**config.mk**
```make
export PLATFORM = sky130hd
export DESIGN_NAME = rx_ring_engine
export DESIGN_NICKNAME = d
export VERILOG_FILES = /design/src/rtl/rx_ring_engine.sv
export SDC_FILE = /design/constraint.sdc
export NUM_CORES = 1
export LEC_CHECK = 0
export ABC_AREA = 1
export BUFFER_PORTS_ARGS = -buffer_cell sky130_fd_sc_hd__buf_2
export CELL_PAD_IN_SITES_DETAIL_PLACEMENT = 0
export CELL_PAD_IN_SITES_GLOBAL_PLACEMENT = 1
export CORE_UTILIZATION = 40
export CTS_CLUSTER_SIZE = 16
export DETAILED_ROUTE_END_ITERATION = 12
export PLACE_DENSITY_LB_ADDON = 0.1
export SYNTH_ARGS = -nofsm -noshare
export SYNTH_HDL_FRONTEND = slang
export SYNTH_SLANG_ARGS = --single-unit
```
**constraint.sdc**
```tcl
create_clock -name clk -period 4 [get_ports clk]
set_clock_uncertainty 0.15 [all_clocks]
set_input_delay 0.4 -clock clk [delete_from_list [all_inputs] [get_ports clk]]
set_output_delay 0.4 -clock clk [all_outputs]
set_load 0.02 [all_outputs]
```
**src/rtl/rx_ring_engine.sv**
```systemverilog
module rx_ring_engine #(
  parameter int IDX_W   = 4,
  parameter int MAX_LEN = 1544,
  parameter int MIN_LEN = 60,
  parameter int LEN_W   = $clog2(MAX_LEN + 1)
) (
  input  logic             clk,
  input  logic             rst_n,
  input  logic             stop,
  input  logic             inea,
  input  logic             in_valid,
  input  logic [7:0]       in_data,
  input  logic             in_last,
  output logic             in_ready,
  input  logic             host_we,
  input  logic [IDX_W-1:0] host_idx,
  input  logic [7:0]       host_wdata,
  output logic [7:0]       host_rdata,
  output logic             can_receive,
  output logic             buf_we,
  output logic [IDX_W-1:0] buf_idx,
  output logic [LEN_W-1:0] buf_off,
  output logic [7:0]       buf_data,
  output logic             len_we,
  output logic [IDX_W-1:0] len_idx,
  output logic [LEN_W-1:0] len_val,
  output logic             rx_done,
  output logic             rx_irq,
  output logic             rx_miss
);
  localparam int RING = 1 << IDX_W;
  localparam logic [7:0] ST_FREE = 8'h80;
  localparam logic [7:0] ST_OK   = 8'h03;
  localparam logic [7:0] ST_OVF  = 8'h53;
  localparam logic [LEN_W-1:0] LMAX = LEN_W'(MAX_LEN);
  localparam logic [LEN_W-1:0] LMIN = LEN_W'(MIN_LEN);

  typedef enum logic [2:0] {IDLE, RECV, PAD, DONE, DROP} state_t;
  state_t st;

  logic [7:0]       stat [RING];
  logic [RING-1:0]  free_v;
  logic [IDX_W-1:0] rxptr, cur, fidx;
  logic [LEN_W-1:0] len, pad, nlen;
  logic             ovf, found;

  genvar g;
  generate
    for (g = 0; g < RING; g++) begin : g_free
      assign free_v[g] = (stat[g] == ST_FREE);
    end
  endgenerate

  always_comb begin
    found = 1'b0;
    fidx  = rxptr;
    for (int k = RING - 1; k >= 0; k--) begin
      if (free_v[rxptr + k[IDX_W-1:0]]) begin
        found = 1'b1;
        fidx  = rxptr + k[IDX_W-1:0];
      end
    end
  end

  wire take  = in_valid & in_ready;
  wire start = (st == IDLE) & take & ~stop & found;
  assign nlen = (len == LMAX) ? len : len + 1'b1;

  assign in_ready    = (st == IDLE) | (st == RECV) | (st == DROP);
  assign can_receive = ~stop & (|free_v);
  assign host_rdata  = stat[host_idx];

  assign buf_we   = start | ((st == RECV) & take & (len < LMAX)) | (st == PAD);
  assign buf_idx  = (st == IDLE) ? fidx : cur;
  assign buf_off  = (st == IDLE) ? '0 : (st == PAD) ? pad : len;
  assign buf_data = (st == PAD) ? 8'h00 : in_data;

  assign len_we  = (st == DONE);
  assign len_idx = cur;
  assign len_val = len;
  assign rx_done = (st == DONE);
  assign rx_irq  = (st == DONE) & inea;
  assign rx_miss = (st == IDLE) & take & ~stop & ~found;

  always_ff @(posedge clk or negedge rst_n) begin
    if (!rst_n) begin
      for (int i = 0; i < RING; i++) stat[i] <= 8'h00;
    end else begin
      if (host_we) stat[host_idx] <= host_wdata;
      if (st == DONE) stat[cur] <= ovf ? ST_OVF : ST_OK;
    end
  end

  always_ff @(posedge clk or negedge rst_n) begin
    if (!rst_n) begin
      st    <= IDLE;
      rxptr <= '0;
      cur   <= '0;
      len   <= '0;
      pad   <= '0;
      ovf   <= 1'b0;
    end else begin
      case (st)
        IDLE: if (take) begin
          if (!start) begin
            st <= in_last ? IDLE : DROP;
          end else begin
            cur <= fidx;
            len <= LEN_W'(1);
            ovf <= 1'b0;
            if (in_last) begin
              pad <= LEN_W'(1);
              st  <= (LMIN > LEN_W'(1)) ? PAD : DONE;
            end else begin
              st <= RECV;
            end
          end
        end
        RECV: if (take) begin
          len <= nlen;
          if (len == LMAX) ovf <= 1'b1;
          if (in_last) begin
            pad <= nlen;
            st  <= (nlen < LMIN) ? PAD : DONE;
          end
        end
        PAD: begin
          pad <= pad + 1'b1;
          if (pad == LMIN - 1'b1) st <= DONE;
        end
        DONE: begin
          rxptr <= rxptr + 1'b1;
          st    <= IDLE;
        end
        DROP: if (take && in_last) st <= IDLE;
        default: st <= IDLE;
      endcase
    end
  end
endmodule

```
### Yosys cells after proc, flatten, opt, wreduce, memory -nomap -nowiden

Cells that the tools add are included.

* flip-flop bits (word level): 162
* bits of input ports: 27
* word-level logic and storage cells: 226
* output and inout port bits: 53

* $lt $le $gt $ge: 22
* bitwise operators: 17
* multiplexer cells: 106
* reduce and logical (&&, ||, !) cells: 12
* $add $sub $neg: 17
* eq/ne operators: 30

Operator list (number)
* $bwmux 128: 2
* $mux 128: 2
* $eq 8x8->1 const B: 16
* $mux 11: 11
* $lt 4x5->1 const B: 16
* $mux 4: 17
* $bmux 1 s4: 16
* $demux 8 s4: 2
* $mux 8: 5
* $mux 1: 37
* $pmux 11 s3: 1
* $add 4x4->4 const B: 8
* $bmux 8 s4: 1
* $add 11x1->11 const B: 2
* $pmux 11 s2: 1
* $mux 3: 7
* $add 4x3->4 const B: 4
* $reduce_or 16->1: 1
* $ne 2x2->1 const B: 6
* $pmux 3 s4: 1
* $eq 11x11->1 const B: 1
* $eq 11x6->1 const B: 1
* $lt 11x11->1 const B: 1
* $lt 11x6->1 const B: 1
* other kinds (23): 44

### Depth between registers and ports, before layout

Gate-level depths: netlist of run 1.

* word-level depth: 23
* depth in mapped cells: 30

### Worst setup path before layout of run 1

No wires, ideal clock.

* kind: register to output
* from: reg rxptr[1]
* to: out buf_idx[0]
* data required time: 3450 ps
* cell stages (with the launch flop): 29
* data arrival time: 2869 ps
* path slack: 581 ps
* cells stage by stage: dfrtp_1 inv_2 buf_2 ha_1 clkbuf_1 nand3_1 nand2_1 nand2_1 nand3_1 nand2_1 nand2_1 nand2_1 nand2_1 nand2_1 nand2_1 nand2_1 nand2_1 nand2_1 nand2_1 nand2_1 nand2_1 nand2_1 nand2_1 nand2_1 nand2_1 nand2_1 nand2_1 nand2_1 o21ai_0

* longest elaborated chain between the ends: 20
* elaborated cells on any way between the ends: 64
* those cells by class: add/sub: 15; mux: 49

Ends and longest elaborated chain
* from (decl): RTL line 43 `logic [IDX_W-1:0] rxptr, cur, fidx;`
* from (signal assigned): RTL line 132 `rxptr <= rxptr + 1'b1;`
* $add 4x4->4: RTL line 58 `if (free_v[rxptr + k[IDX_W-1:0]]) begin`
* $bmux 1 s4: RTL line 58
* $mux 1 (implied by the code): RTL line 58
* $mux 4 (15 in series): RTL line 58
* $mux 4 *: RTL line 58
* $mux 4 *: RTL line 74 `assign buf_idx = (st == IDLE) ? fidx : cur;`
* to (decl): RTL line 21 `output logic [IDX_W-1:0] buf_idx,`

Mark *: on every way between the ends. The rest lies on a longest branch, timed or not. The select of a mux whose other input is x is not followed.

### Worst setup path in the final report of run 1

* from: reg rxptr[1]
* to: out buf_we

* longest elaborated chain between the ends: 22
* elaborated cells on any way between the ends: 66
* those cells by class: add/sub: 15; mux: 48; bitwise: 3

Ends and longest elaborated chain
* $add 4x4->4: RTL line 58
* $bmux 1 s4: RTL line 58
* $mux 1 (implied by the code): RTL line 58
* $mux 1 (15 in series): RTL line 58
* $mux 1 *: RTL line 58
* $and 1x1->1 *: RTL line 66 `wire start = (st == IDLE) & take & ~stop & found;`
* $or 1x1->1 * (2 in series): RTL line 73 `assign buf_we = start | ((st == RECV) & take & (len < LMAX)) | (st == PAD);`
* to (decl): RTL line 20 `output logic buf_we,`

Marks and branches as above.

==> metrics.cfg, run 1 <==
[floorplan]
die_h_um = 168
rows = 60
io_pins = 80
start_util_pct = 40.9
die_area_um2 = 28200
fp.coreArea_um2 = 27000
fp.dieW_um = 168

[layout]
final_common_cell = nand2_1
area_growth_pct = 18.5
regArea_um2 = 4060
instances_no_fill = 2073
n_fill_cell = 2738
fin_nets = 1757
diodes = 0
drive_gt1_share_pct = 17.7
mostFrequentLayoutCells = 379 x nand2_1, 259 x inv_1, 160 x dfrtp_1, 151 x o21ai_0, 120 x a21oi_1
multiInputGateArea_um2 = 6040

[synth]
synth_seq_cells = 162
yosysWarnings = 0
syn_area_per_cell_um2 = 6.77
synth_ff_type = dfrtp_1
netlist_area_um2 = 11000
synth-seq-area-share_pct = 36.8
syn_inst = 1628
synthArstFlopShare_pct = 100
synth_edf_count = 0
synth_nets = 1665
synth_cell_types = 49

[critical_path]
cp.required_ns = 3.45
path_cells = inv_4 > ha_2 > inv_4 > a21oi_1 > or2_1 > nand2_1 > nand2_2 > buf_4 > nor2_1 > nand4_1 > nor3_2 > nor2_4 > inv_4 > o211ai_1 > buf_2
cp.arrival_ns = 3.22
path_common_cell = inv_4
critPathKind = register to output pin
path_max_fanout = 7
ff2ff_setup_slack_ns = 0.67
end_kind = output pin
setup.worst_path.end = buf_we
r2r_end = pad[1]
cpMaxStageDelayCell = dfrtp_1
start_kind = register
critPathLaunch = rxptr[1]
max_stage_delay_ns = 0.44
reg2reg_from = rxptr[1]
reg2reg_depth = 18

[clock_tree]
clk_pin_slew_ns = 0.07
cts_buffers = 17
htree_levels = 4
clockRootBuffer = clkbuf_16
clock_sinks = 162
clk_latency_ns = 0.44
cts.path.max_buffers = 2
tritoncts = yes

[drt]
wire_per_inst_um = 18.8
wirelength_um = 39000
firstDrtPassIters = 6
route.detailed.drc = 0
drt_iter0_markers = 1035
vias = 11188
ant_nets = 0
routed_via_density = 5.40

[timing]
tightest_slew_ns = 0.898
max-slew-margin-rel_pct = 39.9
timing.hold.ws_ns = 0.128
fmax_mhz = 265
fin_crit_ns = 3.77
hold_viol_final = 0
period_share_pct = 94.4
setup_violations = 0
layout_setup_ws_ns = 0.226
rsz0062_at_grt = true
final-max-slew-violation-count = 0

[run]
max_cap_violations = 0

[global_route]
antenna_found_initial = 0
grt_start_max_net_pins = 81
grt_pass1_vias = 10420
overflow = 0
grt_pass1_wl_um = 60600
grt_use_total_pct = 28.1

[placement]
gp_congestion = 0.954
pre_cts_ws_ns = 0.466
numPortBuffers = 79
dp_hpwl_um = 28400
dp.cells = 2018

[pwr]
p_leak_uw = 0.00634
max-vdd-ir-drop_uv = 386
p_per_area_nw_per_um2 = 864

[outcome]
status = finished, final reports clean

[hold_path]
holdCritPathClass = primary input to register

-- through the flow --
stage                     total power (uW)  utilization (%)  instance area [um2]  TNS [ns]
after floorplan                       6970                -                11000         0
after global placement                8690             43.8                11800         0
after detailed placement              8650             43.8                11800         0
after CTS                            10400             46.0                12400         0
after global routing                 12300             48.4                13100    -0.285
final                                11300             48.4                13100         0
-- routing by layer --
metal | GRT usage (%) | routed length (um) | part of all wire, %
met1 | 39.5 | 18100 | 47
met3 | 3.86 | 2070 | 5.3
met4 | 7.78 | 886 | 2.3
met2 | 45.1 | 17900 | 46
met5 | 0 | 0 | 0
-- power by group --
part           internal [uW]  switching [uW]  total, uW  leakage [uW]
registers               2240             443       2680       0.00196
clock network            952             737       1690      0.000286
logic                   2410            4500       6920       0.00410
-- logic make-up after synthesis --
kind of cell | after synthesis | synth area share (%)
compound gates | 414 | 22.3
xor+xnor | 17 | 1.56
fa+ha+maj | 10 | 1.14
buf+inv | 336 | 12.1
flops | 162 | 36.8
simple gates | 689 | 26.1
-- final cells by class --
class                           instances  area share (%)
Clock buffer                           19            3.47
Clock inverter                         12           0.997
Inverter                              273            7.97
Multi-Input combinational cell       1130            46.2
Sequential cell                       162            31.1
Tap cell                              341            3.27
Timing Repair Buffer                  135            6.94
Timing Repair inverter                  1          0.0575
-- critical path: cells and delay by family (launching register included) --
family,cells,cell delay [ns]
simple gates,7,1.12
buf+inv,5,0.72
flops,1,0.44
fa+ha+maj,1,0.37
compound gates,2,0.12
-- worst min path at each step --
stage,start,endpoint,slack [ns],cells after the start
after floorplan,rst_n,len_idx[0],-0.05,0
after global placement,rst_n,stat[74],0.36,1
after detailed placement,rst_n,stat[64],0.36,1
after CTS,in_last,st[2],0.12,4
after global routing,in_last,st[2],0.15,4
final,in_last,st[2],0.13,4
-- synth_stat cells (3+ instances only) --
library cell	count	area (um2)
o21ai_1	9	45.0
a211oi_1	13	97.6
nor2_2	4	25.0
clkinv_1	3	11.3
nand3_2	4	40.0
xor2_1	13	114
buf_4	5	37.5
nor2_1	127	477
dfrtp_1	162	4050
o221ai_1	28	245
inv_2	5	18.8
ha_1	10	125
o22ai_1	5	31.3
nand2_2	12	75.1
nor3_1	11	55.1
nand4_1	14	87.6
clkbuf_1	46	173
buf_2	4	20.0
inv_1	262	983
xor2_2	3	48.8
buf_6	6	67.6
a22oi_1	32	240
nand3_1	98	490
o31ai_1	3	22.5
nor4_1	3	18.8
o21ai_2	11	96.3
a21oi_1	124	621
o21ai_0	152	761
nand2_1	403	1510
and2_1	3	18.8
o211ai_1	25	188
inv_4	3	18.8
a31oi_2	3	37.5
a31oi_1	4	25.0
-- sequential cells by signal, summed over array words and instances (netlist names) --
name	flops
stat	128
len_val	11
st	3
rxptr	4
ovf	1
len_idx	4
pad	11
-- timing repair --
item                                   4_1_cts  5_1_grt
setup buffers                                0       21
setup endpoints to repair                    2        5
endpoints found under the hold margin       77        0
gates cloned                                 0        2
pin swaps                                    0       29
resized for setup                            2      126
hold buffers                                 1        0
(Power assumes the default switching activity.)
==> inputs of run 2 (changes only) <==
--- a/config.mk
+++ b/config.mk
@@ -12,6 +12,7 @@
 export CORE_UTILIZATION = 40
 export CTS_CLUSTER_SIZE = 16
 export DETAILED_ROUTE_END_ITERATION = 12
+export GPL_TIMING_DRIVEN = 0
 export PLACE_DENSITY_LB_ADDON = 0.1
 export SYNTH_ARGS = -nofsm -noshare
 export SYNTH_HDL_FRONTEND = slang
==> run 2 against run 1 <==
  * Setup slack worse by 0.087 ns
  * Sequential share of layout area shrank 0.47 points
  * Hold slack got worse by 0.0013 ns
  * Via count grew 3.7%
  * Power increased by 2.3%
  * Combinational power is 3.8% higher
==> metrics.cfg, run 2 (synthesized netlist as in run 1, its figures left out) <==
[placement]
gp_congestion = 0.890
dp_hpwl_um = 30400
dp.cells = 2047
numPortBuffers = 77
pre_cts_ws_ns = -0.458
placed_area_um2 = 11900

[global_route]
grt_pass1_vias = 10702
grt_use_total_pct = 29.7
antenna_found_initial = 2
grt_start_max_net_pins = 106
grt_pass1_wl_um = 63100
overflow = 0

[clock_tree]
cts.path.max_buffers = 2
tritoncts = yes
clockRootBuffer = clkbuf_16
cts_buffers = 17
htree_levels = 4
clock_sinks = 162
clk_pin_slew_ns = 0.07
clk_latency_ns = 0.45

[pwr]
swShare_pct = 50.0
switchingPower_uw = 5780
combPwrFrac_pct = 62.2
max-vdd-ir-drop_uv = 299
pwr-share-clk_pct = 14.7
p_leak_uw = 0.00641
p_int_uw = 5770
p_per_area_nw_per_um2 = 871
p_seq_share_pct = 23.1

[critical_path]
start_kind = register
cpMaxStageDelayCell = dfrtp_2
reg2reg_from = rxptr[1]
reg2reg_depth = 20
ff2ff_setup_slack_ns = 0.63
cp.required_ns = 3.45
end_kind = output pin
path_max_fanout = 8
cp.arrival_ns = 3.31
path_common_cell = nand2_1
r2r_end = len_val[7]
critPathKind = register to output pin
max_stage_delay_ns = 0.43

[floorplan]
die_area_um2 = 28200
fp.coreArea_um2 = 27000
fp.dieW_um = 168
start_util_pct = 40.9
io_pins = 80
die_h_um = 168
rows = 60

[hold_path]
hp-start = in_last
min_to = st[2]
holdCritPathClass = primary input to register
hold_depth = 4

[layout]
fin_nets = 1798
regMostFlops = stat
final_common_cell = nand2_1
diodes = 0
largest_register_ffs = 128
area_growth_pct = 20.3
mostFrequentLayoutCells = 373 x nand2_1, 258 x inv_1, 160 x dfrtp_1, 150 x o21ai_0, 122 x a21oi_1
utilization_pct = 49.2
drive_gt1_share_pct = 16.7
n_fill_cell = 2774
final_area_um2 = 13300
instances_no_fill = 2115

[drt]
routed_via_density = 5.48
route.detailed.drc = 0
routed.top_layer = met4
wire_per_inst_um = 19.5
drt_iter0_markers = 944
wl_met2_um = 18400
firstDrtPassIters = 5
wl_met1_um = 19200
wirelength_um = 41200
ant_nets = 0
dr_wl_met3_um = 2630
vias = 11597

[timing]
final-max-slew-violation-count = 0
setup_violations = 0
period_share_pct = 96.5
max-slew-margin-rel_pct = 28.5
rsz0062_at_grt = true
fin_crit_ns = 3.86
tightest_slew_ns = 1.07
hold_viol_final = 0
fmax_mhz = 259
timing.hold.ws_ns = 0.127
layout_setup_ws_ns = 0.139

[run]
max_cap_violations = 0

[outcome]
status = finished, final reports clean

run 2: layout make-up:
class / count / area, um2 / share of cell area, %
multi-input combinational: 1130 / 6040 / 45.6
sequential: 162 / 4060 / 30.6
inverter: 273 / 1050 / 7.94
timing repair buffer: 114 / 737 / 5.56
clock buffer: 18 / 439 / 3.31
tap: 341 / 427 / 3.22
buffer: 63 / 357 / 2.69
clock inverter: 14 / 151 / 1.14
run 2: through the flow:
stage | power [uW] | TNS (ns)
2_1_floorplan | 6970 | 0
3_3_place_gp | 8650 | -69.25
3_5_place_dp | 8680 | -8.37
4_1_cts | 10600 | 0
5_1_grt | 12500 | -0.281
6_report | 11500 | 0
run 2: power by group through the flow:
stage	registers, uW	logic, uW	clock network [uW]
final	2670	7180	1700
after global routing	2740	7960	1790
after CTS	2660	6210	1720
after detailed placement	2690	5990	0
after global placement	2680	5960	0
after floorplan	2580	4380	0
run 2: worst max-delay path by stage:
stage	startpoint	endpoint	slack [ns]	cells past startpoint
5_1_grt	rxptr[0]	buf_idx[3]	-0.10	27
4_1_cts	rxptr[0]	buf_idx[0]	0.0004	31
3_3_place_gp	rxptr[1]	buf_idx[0]	-0.46	29
6_report	rxptr[1]	buf_idx[3]	0.14	29
2_1_floorplan	rxptr[1]	buf_idx[0]	0.58	28
3_5_place_dp	rxptr[1]	buf_idx[0]	-0.46	29
run 2: critical path: cells and delay by family, from the launching register on:
family / cells / cell delay, ns
fa+ha+maj: 1 / 0.27
buf+inv: 4 / 0.45
simple gates: 24 / 1.70
flops: 1 / 0.43
run 2: routing by layer:
layer	track usage, %	vias to the layer above
met2	45.9	391
met3	5.62	58
met4	9.29	0
li1	-	5588
met5	0	-
met1	41.9	5560
run 2: what timing repair did:
| action | in CTS | in global routing |
|---|---|---|
| endpoints found under the setup margin | 32 | 6 |
| gates resized for setup | 27 | 111 |
| cloned | 0 | 0 |
| pin swaps | 0 | 37 |
| hold buffers | 1 | 0 |
| endpoints found under the hold margin | 57 | 0 |
| buffers inserted | 5 | 30 |
==> inputs of run 3 (changes only) <==
==> constraint.sdc (replaced) <==
create_clock -name clk -period 3.3 [get_ports clk]
set_clock_uncertainty 0.15 [all_clocks]
set_input_delay 0.33 -clock clk [delete_from_list [all_inputs] [get_ports clk]]
set_output_delay 0.33 -clock clk [all_outputs]
set_load 0.02 [all_outputs]
==> run 3 against run 2 <==
  * Clock power grew 21%
  * Critical path depth grew 1
  * Final area shrank 0.94%
  * First-iteration DRC count grew 7.3%
  * Hold slack lost 0.082 ns
  * Combinational power grew 19%
  * Register-to-register slack lost 0.72 ns
  * The flow now finishes with violations (negative setup slack)
  * Non-clock buffer count shrank 8
==> metrics.cfg, run 3 (synthesized netlist as in run 1, its figures left out) <==
[outcome]
status = finished with violations
violations = negative setup slack

[clock_tree]
clockRootBuffer = clkbuf_16
htree_levels = 4
cts.path.max_buffers = 2
clk_latency_ns = 0.44
clock_sinks = 162
clk_pin_slew_ns = 0.07
cts_buffers = 17
tritoncts = yes

[placement]
placed_area_um2 = 11900
dp_hpwl_um = 30000
gp_congestion = 0.944
pre_cts_ws_ns = -0.822
numPortBuffers = 77

[global_route]
overflow = 0
grt_use_total_pct = 29.6
grt_start_max_net_pins = 84
grt_pass1_vias = 10570
grt_pass1_wl_um = 62500
antenna_found_initial = 0

[timing]
hold_viol_final = 0
fmax_mhz = 270
timing.hold.ws_ns = 0.0441
setup_violations = 28
fin_crit_ns = 3.70
layout_setup_ws_ns = -0.403
final-max-slew-violation-count = 0
max-slew-margin-rel_pct = 29.0
tightest_slew_ns = 1.07
rsz0062_at_grt = true
period_share_pct = 112

[drt]
route.detailed.drc = 0
vias = 11388
drt_iter0_markers = 1013
ant_nets = 0
firstDrtPassIters = 7
routed_via_density = 5.40
wirelength_um = 40600
wire_per_inst_um = 19.3

[critical_path]
end_kind = output pin
cpMaxStageDelayCell = dfrtp_1
path_max_fanout = 8
max_stage_delay_ns = 0.36
start_kind = register
cp.arrival_ns = 3.22
path_common_cell = nand2_1
cp.required_ns = 2.82
critPathKind = register to output pin

[layout]
utilization_pct = 48.7
mostFrequentLayoutCells = 376 x nand2_1, 259 x inv_1, 160 x dfrtp_1, 151 x o21ai_0, 124 x a21oi_1
final_common_cell = nand2_1
fin_nets = 1790
diodes = 0
n_fill_cell = 2793
area_growth_pct = 19.2
final_area_um2 = 13100
drive_gt1_share_pct = 15.7
largest_register_ffs = 128
regMostFlops = stat

[pwr]
max-vdd-ir-drop_uv = 375
p_seq_share_pct = 23.4
combPwrFrac_pct = 61.8
p_leak_uw = 0.00635
p_per_area_nw_per_um2 = 1050
switchingPower_uw = 6910
swShare_pct = 49.9
p_int_uw = 6940
pwr-share-clk_pct = 14.8

[floorplan]
fp.coreArea_um2 = 27000
io_pins = 80
fp.dieW_um = 168
rows = 60
start_util_pct = 40.9
die_h_um = 168
die_area_um2 = 28200

[hold_path]
holdCritPathClass = primary input to register

[run]
max_cap_violations = 0

[run 3: cell count changes in the layout (fill, tap and decap cells not counted), sizes merged]
cell / previous run / this run
buf: 130 / 121
clkbuf: 64 / 67
clkinv: 10 / 9
inv: 273 / 272
[run 3: per-layer routing]
| metal | up-vias | GRT usage [%] | share of wire [%] |
|---|---|---|---|
| met1 | 5413 | 43.4 | 47 |
| li1 | 5567 | - | - |
| met2 | 368 | 44.6 | 44 |
| met5 | - | 0 | 0 |
| met3 | 40 | 5.12 | 6.4 |
| met4 | 0 | 8.30 | 1.9 |
[run 3: cell type report]
| class | instances | area, um2 | area share (%) |
|---|---|---|---|
| Clock inverter | 12 | 130 | 0.991 |
| Sequential cell | 162 | 4060 | 30.9 |
| Timing Repair Buffer | 106 | 671 | 5.11 |
| Tap cell | 341 | 427 | 3.25 |
| Clock buffer | 20 | 457 | 3.48 |
| Multi-Input combinational cell | 1130 | 5970 | 45.5 |
| Inverter | 273 | 1050 | 7.99 |
| Buffer | 63 | 369 | 2.81 |
[run 3: stage by stage]
step | instances | TNS [ns] | power (uW)
2_1_floorplan | 1628 | 0 | 8460
3_5_place_dp | 2047 | -26.05 | 10500
3_3_place_gp | 2046 | -180.54 | 10400
4_1_cts | 2103 | -2.99 | 13500
5_1_grt | 2107 | -11.43 | 15000
6_report | 2107 | -3.57 | 13800
[run 3: timing repair]
item                       CTS  global route
setup buffers               23             4
hold buffers                 1             0
setup endpoints to repair   37            32
gates resized for setup     94            28
hold endpoints to repair    82             0
pin swaps                   20            13
[run 3: critical path, delay by kind of cell, from the launching register on]
kind          cells  cell delay, ns
simple gates     24            1.52
buf+inv           5            0.58
flops             1            0.36
fa+ha+maj         1            0.30
[run 3: final timing paths]
check                              start          to  slack [ns]  cells after the start
setup / recovery                rxptr[0]  buf_idx[1]       -0.40                     30
hold / removal             host_wdata[7]   stat[103]        0.04                      3
min in group asynchronous          rst_n    stat[32]        0.35                      2
max in group asynchronous          rst_n   stat[125]        1.79                      3
hold reg to reg                 stat[17]    stat[17]        0.38                      2
setup reg to reg                rxptr[1]      pad[5]       -0.09                     22
[run 3: power groups by stage]
stage / registers (uW) / logic [uW] / clock network [uW]
2_1_floorplan: 3130 / 5330 / 0
4_1_cts: 3220 / 8220 / 2060
3_3_place_gp: 3250 / 7190 / 0
5_1_grt: 3320 / 9530 / 2150
3_5_place_dp: 3260 / 7250 / 0
6_report: 3240 / 8560 / 2050
